**src/rtl/mbx_pkg.sv**
```systemverilog
package mbx_pkg;
    localparam int REG_W = 32;
    localparam int MSG_W = 64;
    localparam int FLD_W = 8;
    localparam int IRQ_W = 3;

    localparam int OFS_TGT  = 'h00;
    localparam int OFS_LO   = 'h04;
    localparam int OFS_HI   = 'h08;
    localparam int OFS_TRIG = 'h0C;
    localparam int OFS_FCLR = 'h10;
    localparam int OFS_STAT = 'h14;
    localparam int OFS_ISTS = 'h18;
    localparam int OFS_IMSK = 'h1C;

    localparam int IRQ_BLK = 0;
    localparam int IRQ_OVF = 1;
    localparam int IRQ_DLV = 2;

    typedef enum logic {
        S_IDLE,
        S_ISSUE
    } send_state_e;

    typedef enum logic [1:0] {
        ACT_NONE,
        ACT_POST,
        ACT_OVF,
        ACT_BLOCK
    } send_act_e;
endpackage

```
**src/rtl/mbx_send_fsm.sv**
```systemverilog
module mbx_send_fsm
    import mbx_pkg::*;
#(
    parameter int NUM_TGT = 8
) (
    input  logic                 clk,
    input  logic                 rst_n,
    input  logic                 trig_req,
    input  logic [REG_W-1:0]     tgt_id,
    input  logic [MSG_W-1:0]     msg_in,
    input  logic [NUM_TGT-1:0]   busy,
    output logic [NUM_TGT-1:0]   post_vec,
    output logic [NUM_TGT-1:0]   ovf_vec,
    output logic                 block_evt,
    output logic [MSG_W-1:0]     msg_out,
    output logic                 in_issue
);
    localparam int IDX_W = (NUM_TGT > 1) ? $clog2(NUM_TGT) : 1;

    send_state_e        state, state_nx;
    send_act_e          act;
    logic [REG_W-1:0]   snap_id;
    logic [MSG_W-1:0]   snap_msg;
    logic [IDX_W-1:0]   snap_idx;

    // state register
    always_ff @(posedge clk or negedge rst_n) begin
        if (!rst_n) state <= S_IDLE;
        else        state <= state_nx;
    end

    // launch snapshot, taken on the LAUNCH transition only
    always_ff @(posedge clk or negedge rst_n) begin
        if (!rst_n) begin
            snap_id  <= '0;
            snap_msg <= '0;
        end else if (state == S_IDLE && trig_req) begin
            snap_id  <= tgt_id;
            snap_msg <= msg_in;
        end
    end

    always_comb begin
        state_nx = state;
        unique case (state)
            S_IDLE:  if (trig_req) state_nx = S_ISSUE;   // LAUNCH
            S_ISSUE: state_nx = S_IDLE;                  // RETIRE
        endcase
    end

    // outputs
    assign snap_idx = snap_id[IDX_W-1:0];

    always_comb begin
        act = ACT_NONE;
        unique case (state)
            S_IDLE:  act = ACT_NONE;
            S_ISSUE: begin
                if (snap_id >= REG_W'(NUM_TGT)) act = ACT_BLOCK;
                else if (busy[snap_idx])        act = ACT_OVF;
                else                            act = ACT_POST;
            end
        endcase
        post_vec  = (act == ACT_POST) ? (NUM_TGT'(1) << snap_idx) : '0;
        ovf_vec   = (act == ACT_OVF)  ? (NUM_TGT'(1) << snap_idx) : '0;
        block_evt = (act == ACT_BLOCK);
        in_issue  = (state == S_ISSUE);
        msg_out   = snap_msg;
    end
endmodule

```
**src/rtl/mbx_tgt_slot.sv**
```systemverilog
module mbx_tgt_slot
    import mbx_pkg::*;
(
    input  logic              clk,
    input  logic              rst_n,
    input  logic              post,
    input  logic              ovf_set,
    input  logic              fetch,
    input  logic [MSG_W-1:0]  msg,
    input  logic              dlv_clr,
    input  logic              ovf_clr,
    output logic              busy,
    output logic              dlv,
    output logic              ovf,
    output logic              dlv_evt,
    output logic [MSG_W-1:0]  payload
);
    assign dlv_evt = fetch & busy;

    always_ff @(posedge clk or negedge rst_n) begin
        if (!rst_n) begin
            busy    <= 1'b0;
            dlv     <= 1'b0;
            ovf     <= 1'b0;
            payload <= '0;
        end else begin
            if (post)         busy <= 1'b1;
            else if (dlv_evt) busy <= 1'b0;

            if (dlv_evt)      dlv <= 1'b1;
            else if (dlv_clr) dlv <= 1'b0;

            if (ovf_set)      ovf <= 1'b1;
            else if (ovf_clr) ovf <= 1'b0;

            if (post)         payload <= msg;
        end
    end
endmodule

```
**src/rtl/mbx_irq_ctrl.sv**
```systemverilog
module mbx_irq_ctrl
    import mbx_pkg::*;
(
    input  logic              clk,
    input  logic              rst_n,
    input  logic [IRQ_W-1:0]  set_vec,
    input  logic              clr_wr,
    input  logic [IRQ_W-1:0]  clr_bits,
    input  logic              mask_wr,
    input  logic [IRQ_W-1:0]  mask_bits,
    output logic [IRQ_W-1:0]  sts,
    output logic [IRQ_W-1:0]  mask,
    output logic              irq
);
    logic [IRQ_W-1:0] clr_eff;

    assign clr_eff = clr_wr ? clr_bits : '0;

    always_ff @(posedge clk or negedge rst_n) begin
        if (!rst_n) begin
            sts  <= '0;
            mask <= '1;
        end else begin
            sts <= (sts & ~clr_eff) | set_vec;
            if (mask_wr) mask <= mask_bits;
        end
    end

    assign irq = |(sts & ~mask);
endmodule

```
**src/rtl/mbx_send_inbox.sv**
```systemverilog
module mbx_send_inbox
    import mbx_pkg::*;
#(
    parameter int NUM_TGT = 8,
    parameter int ADDR_W  = 6
) (
    input  logic                     clk,
    input  logic                     rst_n,
    input  logic                     bus_wr,
    input  logic [ADDR_W-1:0]        bus_addr,
    input  logic [REG_W-1:0]         bus_wdata,
    output logic [REG_W-1:0]         bus_rdata,
    output logic [NUM_TGT-1:0]       tgt_valid,
    output logic [NUM_TGT*MSG_W-1:0] tgt_data,
    input  logic [NUM_TGT-1:0]       tgt_fetch,
    output logic                     irq
);
    localparam logic [ADDR_W-1:0] A_TGT  = ADDR_W'(OFS_TGT);
    localparam logic [ADDR_W-1:0] A_LO   = ADDR_W'(OFS_LO);
    localparam logic [ADDR_W-1:0] A_HI   = ADDR_W'(OFS_HI);
    localparam logic [ADDR_W-1:0] A_TRIG = ADDR_W'(OFS_TRIG);
    localparam logic [ADDR_W-1:0] A_FCLR = ADDR_W'(OFS_FCLR);
    localparam logic [ADDR_W-1:0] A_STAT = ADDR_W'(OFS_STAT);
    localparam logic [ADDR_W-1:0] A_ISTS = ADDR_W'(OFS_ISTS);
    localparam logic [ADDR_W-1:0] A_IMSK = ADDR_W'(OFS_IMSK);

    logic [REG_W-1:0]   tgt_reg, lo_reg, hi_reg;
    logic               trig_req, fclr_wr, ists_wr, imsk_wr;
    logic [NUM_TGT-1:0] post_vec, ovf_vec, dlv_v, ovf_v, dlv_evt;
    logic               block_evt, in_issue;
    logic [MSG_W-1:0]   msg_out;
    logic [IRQ_W-1:0]   irq_set, irq_sts, irq_mask;

    assign trig_req = bus_wr && (bus_addr == A_TRIG) && bus_wdata[0];
    assign fclr_wr  = bus_wr && (bus_addr == A_FCLR);
    assign ists_wr  = bus_wr && (bus_addr == A_ISTS);
    assign imsk_wr  = bus_wr && (bus_addr == A_IMSK);

    always_ff @(posedge clk or negedge rst_n) begin
        if (!rst_n) begin
            tgt_reg <= '0;
            lo_reg  <= '0;
            hi_reg  <= '0;
        end else if (bus_wr) begin
            if (bus_addr == A_TGT) tgt_reg <= bus_wdata;
            if (bus_addr == A_LO)  lo_reg  <= bus_wdata;
            if (bus_addr == A_HI)  hi_reg  <= bus_wdata;
        end
    end

    mbx_send_fsm #(.NUM_TGT(NUM_TGT)) u_fsm (
        .clk       (clk),
        .rst_n     (rst_n),
        .trig_req  (trig_req),
        .tgt_id    (tgt_reg),
        .msg_in    ({hi_reg, lo_reg}),
        .busy      (tgt_valid),
        .post_vec  (post_vec),
        .ovf_vec   (ovf_vec),
        .block_evt (block_evt),
        .msg_out   (msg_out),
        .in_issue  (in_issue)
    );

    for (genvar g = 0; g < NUM_TGT; g++) begin : g_slot
        mbx_tgt_slot u_slot (
            .clk     (clk),
            .rst_n   (rst_n),
            .post    (post_vec[g]),
            .ovf_set (ovf_vec[g]),
            .fetch   (tgt_fetch[g]),
            .msg     (msg_out),
            .dlv_clr (fclr_wr & bus_wdata[2*FLD_W+g]),
            .ovf_clr (fclr_wr & bus_wdata[FLD_W+g]),
            .busy    (tgt_valid[g]),
            .dlv     (dlv_v[g]),
            .ovf     (ovf_v[g]),
            .dlv_evt (dlv_evt[g]),
            .payload (tgt_data[g*MSG_W +: MSG_W])
        );
    end

    always_comb begin
        irq_set          = '0;
        irq_set[IRQ_BLK] = block_evt;
        irq_set[IRQ_OVF] = |ovf_vec;
        irq_set[IRQ_DLV] = |dlv_evt;
    end

    mbx_irq_ctrl u_irq (
        .clk       (clk),
        .rst_n     (rst_n),
        .set_vec   (irq_set),
        .clr_wr    (ists_wr),
        .clr_bits  (bus_wdata[IRQ_W-1:0]),
        .mask_wr   (imsk_wr),
        .mask_bits (bus_wdata[IRQ_W-1:0]),
        .sts       (irq_sts),
        .mask      (irq_mask),
        .irq       (irq)
    );

    always_comb begin
        bus_rdata = '0;
        unique case (bus_addr)
            A_TGT:   bus_rdata = tgt_reg;
            A_LO:    bus_rdata = lo_reg;
            A_HI:    bus_rdata = hi_reg;
            A_STAT:  bus_rdata = {8'h00, FLD_W'(dlv_v), FLD_W'(ovf_v), FLD_W'(tgt_valid)};
            A_ISTS:  bus_rdata = REG_W'(irq_sts);
            A_IMSK:  bus_rdata = REG_W'(irq_mask);
            default: bus_rdata = '0;
        endcase
    end
endmodule

```
**config.mk**
```make
export PLATFORM = sky130hd
export DESIGN_NAME = mbx_send_inbox
export DESIGN_NICKNAME = d
export VERILOG_FILES = /design/src/rtl/mbx_pkg.sv /design/src/rtl/mbx_send_fsm.sv /design/src/rtl/mbx_tgt_slot.sv /design/src/rtl/mbx_irq_ctrl.sv /design/src/rtl/mbx_send_inbox.sv
export SDC_FILE = /design/constraint.sdc
export NUM_CORES = 1
export LEC_CHECK = 0
export BUFFER_PORTS_ARGS = -buffer_cell sky130_fd_sc_hd__clkbuf_2
export CORE_ASPECT_RATIO = 0.5
export CORE_UTILIZATION = 40
export CTS_CLUSTER_DIAMETER = 50
export DETAILED_ROUTE_END_ITERATION = 8
export PLACE_DENSITY = 0.71
export SETUP_SLACK_MARGIN = 0.15
export SLEW_MARGIN = 40
export SYNTH_ARGS = -nofsm -noshare
export SYNTH_HDL_FRONTEND = slang
export SYNTH_SLANG_ARGS = --single-unit
export TNS_END_PERCENT = 5
```
**constraint.sdc**
```tcl
create_clock -name clk -period 3.4 [get_ports clk]
set_input_delay 0.85 -clock clk [delete_from_list [all_inputs] [get_ports clk]]
set_output_delay 0.85 -clock clk [all_outputs]
set_load 0.1 [all_outputs]
```
# Word-level counts from Yosys, hierarchy flattened
# Cells that the tools add are included.
word_totals:
  reg_bits: 735
  input_bits: 49
  output_inout_bits: 553
classes:
  n_lt_le_gt_ge: 2
  eq_ne: 10
  shift: 1
  mux: 59
  bitwise: 30
  reduce_logical: 37
ops:
  columns: ["operator", "count"]
  rows:
  - ["one-hot mux 32 bit (6 select lines)", 1]
  - ["2-to-1 mux 1 bit", 50]
  - ["nonzero test 2 bit", 24]
  - ["greater-or-equal comparator 32 x 4 -> 1 bit (second input constant)", 1]
  - ["AND 1 bit", 24]
  - ["equality test 6 x 5 -> 1 bit (second input constant)", 4]
  - ["2-to-1 mux 8 bit", 2]
  - ["OR reduction 8 bit", 2]
  - ["equality test 6 x 4 -> 1 bit (second input constant)", 2]
  - ["<< shifter 1 x 3 -> 8 bit (first input constant)", 1]
  - ["AND 3 bit", 2]
  - ["equality test 6 x 3 -> 1 bit (second input constant)", 1]
  - ["logical AND 1 bit", 6]
  - ["logical NOT 6 bit", 1]
  - ["NOT 3 bit", 2]
  - ["AND reduction 2 bit", 3]
  - ["equality test 2 bit (second input constant)", 2]
  - ["< comparator 3 x 4 -> 1 bit (second input constant)", 1]
  - ["2-to-1 mux 2 bit", 2]
  - ["one-hot mux 2 bit (2 select lines)", 1]
  - ["binary-select mux 1 bit (select 3 bit)", 1]
  - ["2-to-1 mux 3 bit", 1]
  - ["bitwise OR 3 bit", 1]
  - ["OR reduction 3 bit", 1]
  - ["other kinds (3)", 3]

# Logic depth before layout (Yosys ltp)
logic_depth:
  depth_word: 9
  ltp_mapped: 7
  mapped_depth_nobuf: 4

# Cells and area by module
# A second synthesis with hierarchy kept.
hier_totals:
  hier_cells: 1808
  hier_area_um2: 30626.9
by_module_without_submodules:
  columns: ["module", "n_inst", "cells_per_inst", "area_per_inst_um2"]
  rows:
  - ["mbx_tgt_slot", 8, 145, 2693.8]
  - ["mbx_send_inbox", 1, 375, 4877.2]
  - ["mbx_send_fsm", 1, 254, 3955.0]
  - ["mbx_irq_ctrl", 1, 19, 244.0]

# Least setup slack after synthesis
# Ideal clock, no wire load.
synth_timing:
  path_kind: "input to output"
  startpoint: "input bus_addr[1]"
  endpoint: "output bus_rdata[10]"
  arrival_ns: 2.950
  required_ns: 2.550
  slack_ns: -0.400
  path_stages: 5
  path_buffers: 1
  cell_sequence: "or4b_2 > nor2_1 > clkbuf_1 > a22oi_1 > nand2_1"
synth_between:
  elab_chain_len: 2
  word_cells_on_any_way: 7
  cone_classes: "eq/ne (5); mux (1); reduce/logical (1)"
synth_rtl:
  columns: ["element", "line_no", "text"]
  rows:
  - ["start: declaration", "mbx_send_inbox.sv:10", "input logic [ADDR_W-1:0] bus_addr,"]
  - ["equality test 6 x 5 -> 1 bit (tied with other cells)", "mbx_send_inbox.sv:105", "unique case (bus_addr)"]
  - ["one-hot mux 32 bit (6 select lines) *", "mbx_send_inbox.sv:105", null]
  - ["end: declaration", "mbx_send_inbox.sv:12", "output logic [REG_W-1:0] bus_rdata,"]
# Every way passes the cells marked *; elsewhere a longest branch is shown, timed or not.

# Worst setup path in the final report
layout_timing:
  startpoint: "input bus_addr[1]"
  endpoint: "output bus_rdata[3]"
# The elaborated chain is that of the path after synthesis.

==> flow_metrics.py <==
metrics = {
    "logic_synthesis": {
        "synth_seq_area_share_pct": 63.8,
        "synth-warning-count": 0,
        "ys_ff_latch": 735,
        "netlist_area_um2": 28800,
        "synth.top_cell.area_share_pct": 63.6,
        "syn-instance-count": 1756,
        "syn_nets": 1805,
        "avgSynthCellArea_um2": 16.4,
        "synth_cell_types": 45,
        "synthTopCellsByArea": "dfrtp_1 (64%), mux2_2 (15%), mux2_1 (9.5%)",
        "synth_top_area_cell": "dfrtp_1",
    },
    "finish": {
        "largest-register": "g_slot.u_slot.payload",
        "area_delta_synth_final_pct": 25.7,
        "fin_nets": 2443,
        "largest_register_ffs": 512,
        "drive_above_1_share_pct": 53.5,
        "final_util_pct": 50.9,
        "stdcell_count": 3416,
    },
    "placement": {
        "placed_cells": 3279,
        "io_buffers": 601,
        "pre_cts_ws_ns": -0.0381,
        "hpwl_um": 59100,
        "gp_congestion": 0.869,
    },
    "setup_path": {
        "critical_path_class": "primary input to output port",
        "crit_slowest_cell": "or4_4",
        "max_stage_delay_ns": 0.60,
        "cp_common_cell": "buf_12",
        "critPathCaptureType": "output port",
        "start_kind": "primary input",
        "crit_required_ns": 2.55,
        "path_cells": "clkbuf_2 -> or4_4 -> nor3_4 -> buf_12 -> a22oi_1 -> nand2_4 -> buf_12",
        "worst-endpoint-arrival_ns": 2.40,
        "cp_max_fo": 22,
    },
    "clocking": {
        "clkTransAtPathRegs_ns": 0.07,
        "cts_tree": "built",
        "tritoncts.num_buffers": 70,
        "htreeDepth": 3,
        "clock_sinks": 735,
        "post-cts-setup-buffers": 0,
        "insertion_delay_ns": 0.64,
        "cts_max_path_buffers": 3,
        "cts_root_buffer": "clkbuf_16",
    },
    "global_routing": {
        "gr-total-overflow": 0,
        "grt_pass1_vias": 18300,
        "antenna_found_initial": 9,
        "grt_first_pass_wirelength_um": 124000,
        "grt_max_degree": 77,
        "grtUsageTotal_pct": 22.6,
    },
    "route": {
        "post-route-drc-count": 0,
        "drt_wl_total_um": 83600,
        "firstDrtPassIters": 9,
        "vias": 17900,
        "ant_nets": 0,
        "wl_per_cell_um": 24.5,
        "viasPerCell": 5.25,
        "drtIter0Drc": 1115,
    },
    "sta": {
        "fin_crit_sh_pct": 95.6,
        "grt_setup_unrepaired": "yes",
        "setup_viol": 0,
        "fmax_ghz": 0.308,
        "tightestPinTransition_ns": 0.786,
        "period_minus_slack_ns": 3.25,
        "setup_ws_ns": 0.150,
        "slew_violations": 0,
        "hold_violations": 0,
        "finalClockSkew_ns": 0.0344,
        "relSlewSlack_pct": 47.1,
    },
    "floorplanning": {
        "top_level_ports": 602,
        "die_area_um2": 73200,
        "die_y_um": 192,
        "die_w_um": 382,
        "core_um2": 71100,
        "start_util_pct": 40.5,
        "rows": 69,
    },
    "flow_run": {
        "drv_cap": 0,
    },
    "power_and_ir_drop": {
        "powerDensity_nw_per_um2": 492,
        "leakagePower_nw": 19.6,
        "total_power_mw": 17.8,
        "ir_drop_uv": 371,
    },
    "min_path": {
        "min_path_type": "primary input to asynchronous set/reset pin",
    },
    "status": {
        "status": "finished, final reports clean",
    },
}
==> layer usage <==
layer  GRT usage (%)  share of wire, %  up-vias
li1                -                 -     7616
met1            28.4                40     9632
met2            38.6                52      489
met3            3.19               3.6      188
met4            10.8               4.4        0
met5               0                 0        -
==> logic make-up (layout without fill, tap and decap cells) <==
kind of cell,count (synthesis),count (layout),synth area share (%)
buffers and inverters,119,811,2.87
AND/OR/NAND/NOR,100,100,2.00
flip-flops,735,735,63.8
AO/OA/AOI/OAI,92,92,2.50
multiplexers,710,710,28.8
other,0,10,0
==> through the flow <==
stage               hold WS (ns)  setup TNS [ns]  cell area [um^2]
floorplan                  0.456               0             29000
global placement           0.468               0             33800
detailed placement         0.474         -0.0896             33900
CTS                        0.190               0             36200
global route               0.194               0             36200
finish                     0.162               0             36200
==> repair_timing <==
item,in CTS,in global routing
hold endpoints to repair,0,0
gates cloned,1,0
pin swaps,1,0
setup endpoints to repair,32,32
resized for setup,7,1
hold buffers,0,0
==> final timing paths <==
check	start	endpoint	slack, ns	cells past startpoint
worst max-delay path	bus_addr[1]	bus_rdata[3]	0.15	7
worst min-delay path	rst_n	g_slot[6].u_slot.payload[48]$_DFFE_PN0P_	0.16	1
worst max register to register	u_fsm.snap_id[0]$_DFFE_PN0P_	g_slot[0].u_slot.payload[26]$_DFFE_PN0P_	0.52	5
worst min register to register	g_slot[7].u_slot.payload[23]$_DFFE_PN0P_	g_slot[7].u_slot.payload[23]$_DFFE_PN0P_	0.48	1
max in group asynchronous	rst_n	g_slot[3].u_slot.payload[6]$_DFFE_PN0P_	2.21	3
min in group clk	tgt_fetch[7]	g_slot[7].u_slot.busy$_DFFE_PN0P_	0.44	2
==> cell type report <==
class / count / area [um^2]
repair buffers: 665 / 4330
multi-input cells: 902 / 9910
fillers: 6015 / 34900
inverters: 20 / 75.1
clock buffers: 95 / 2000
clock inverters: 31 / 303
well taps: 958 / 1200
flip-flops and latches: 735 / 18400
diodes: 10 / 25.0
==> synth_stat cells, drive strengths merged <==
| master | instances |
|---|---|
| dfstp | 3 |
| dfrtp | 732 |
| a41o | 1 |
| nand4b | 2 |
| nor2 | 6 |
| nor4b | 1 |
| and3 | 4 |
| inv | 20 |
| o221ai | 1 |
| clkbuf | 17 |
| o21ai | 4 |
| or4 | 5 |
| or2 | 2 |
| or3 | 1 |
| nor3 | 3 |
| nand3 | 9 |
| o22ai | 2 |
| buf | 82 |
| nand2 | 46 |
| mux4 | 2 |
| a31oi | 2 |
| a21o | 2 |
| nand3b | 2 |
| a22oi | 55 |
| nand4 | 1 |
| mux2 | 708 |
| and4 | 1 |
| a222oi | 8 |
| a22o | 11 |
| or4b | 3 |
| nand2b | 3 |
| nor3b | 1 |
| o2bb2ai | 6 |
| and2 | 1 |
| nor4 | 8 |
| or4bb | 1 |
==> power breakdown <==
part / internal [mW] / switching, mW
Combinational: 0.278 / 0.424
Sequential: 8.96 / 0.282
Clock: 4.41 / 3.49
Total: 13.6 / 4.19
==> cells in the final DEF, fill, tap and decap left out, types with 21 or more instances in the layout <==
cell type and n:
a22oi_1 55, clkbuf_16 72, mux2_4 73, buf_4 36
clkbuf_2 568, dfrtp_1 732, mux2_2 391, nand2_4 21
buf_12 58, nand2_1 23, mux2_1 244
==> critical path: cells and delay by family <==
| kind | cells | cell delay, ns |
|---|---|---|
| AO/OA/AOI/OAI | 1 | 0.15 |
| buffers and inverters | 3 | 0.46 |
| AND/OR/NAND/NOR | 3 | 0.91 |
Note: power is estimated with default switching activity, not from simulation.
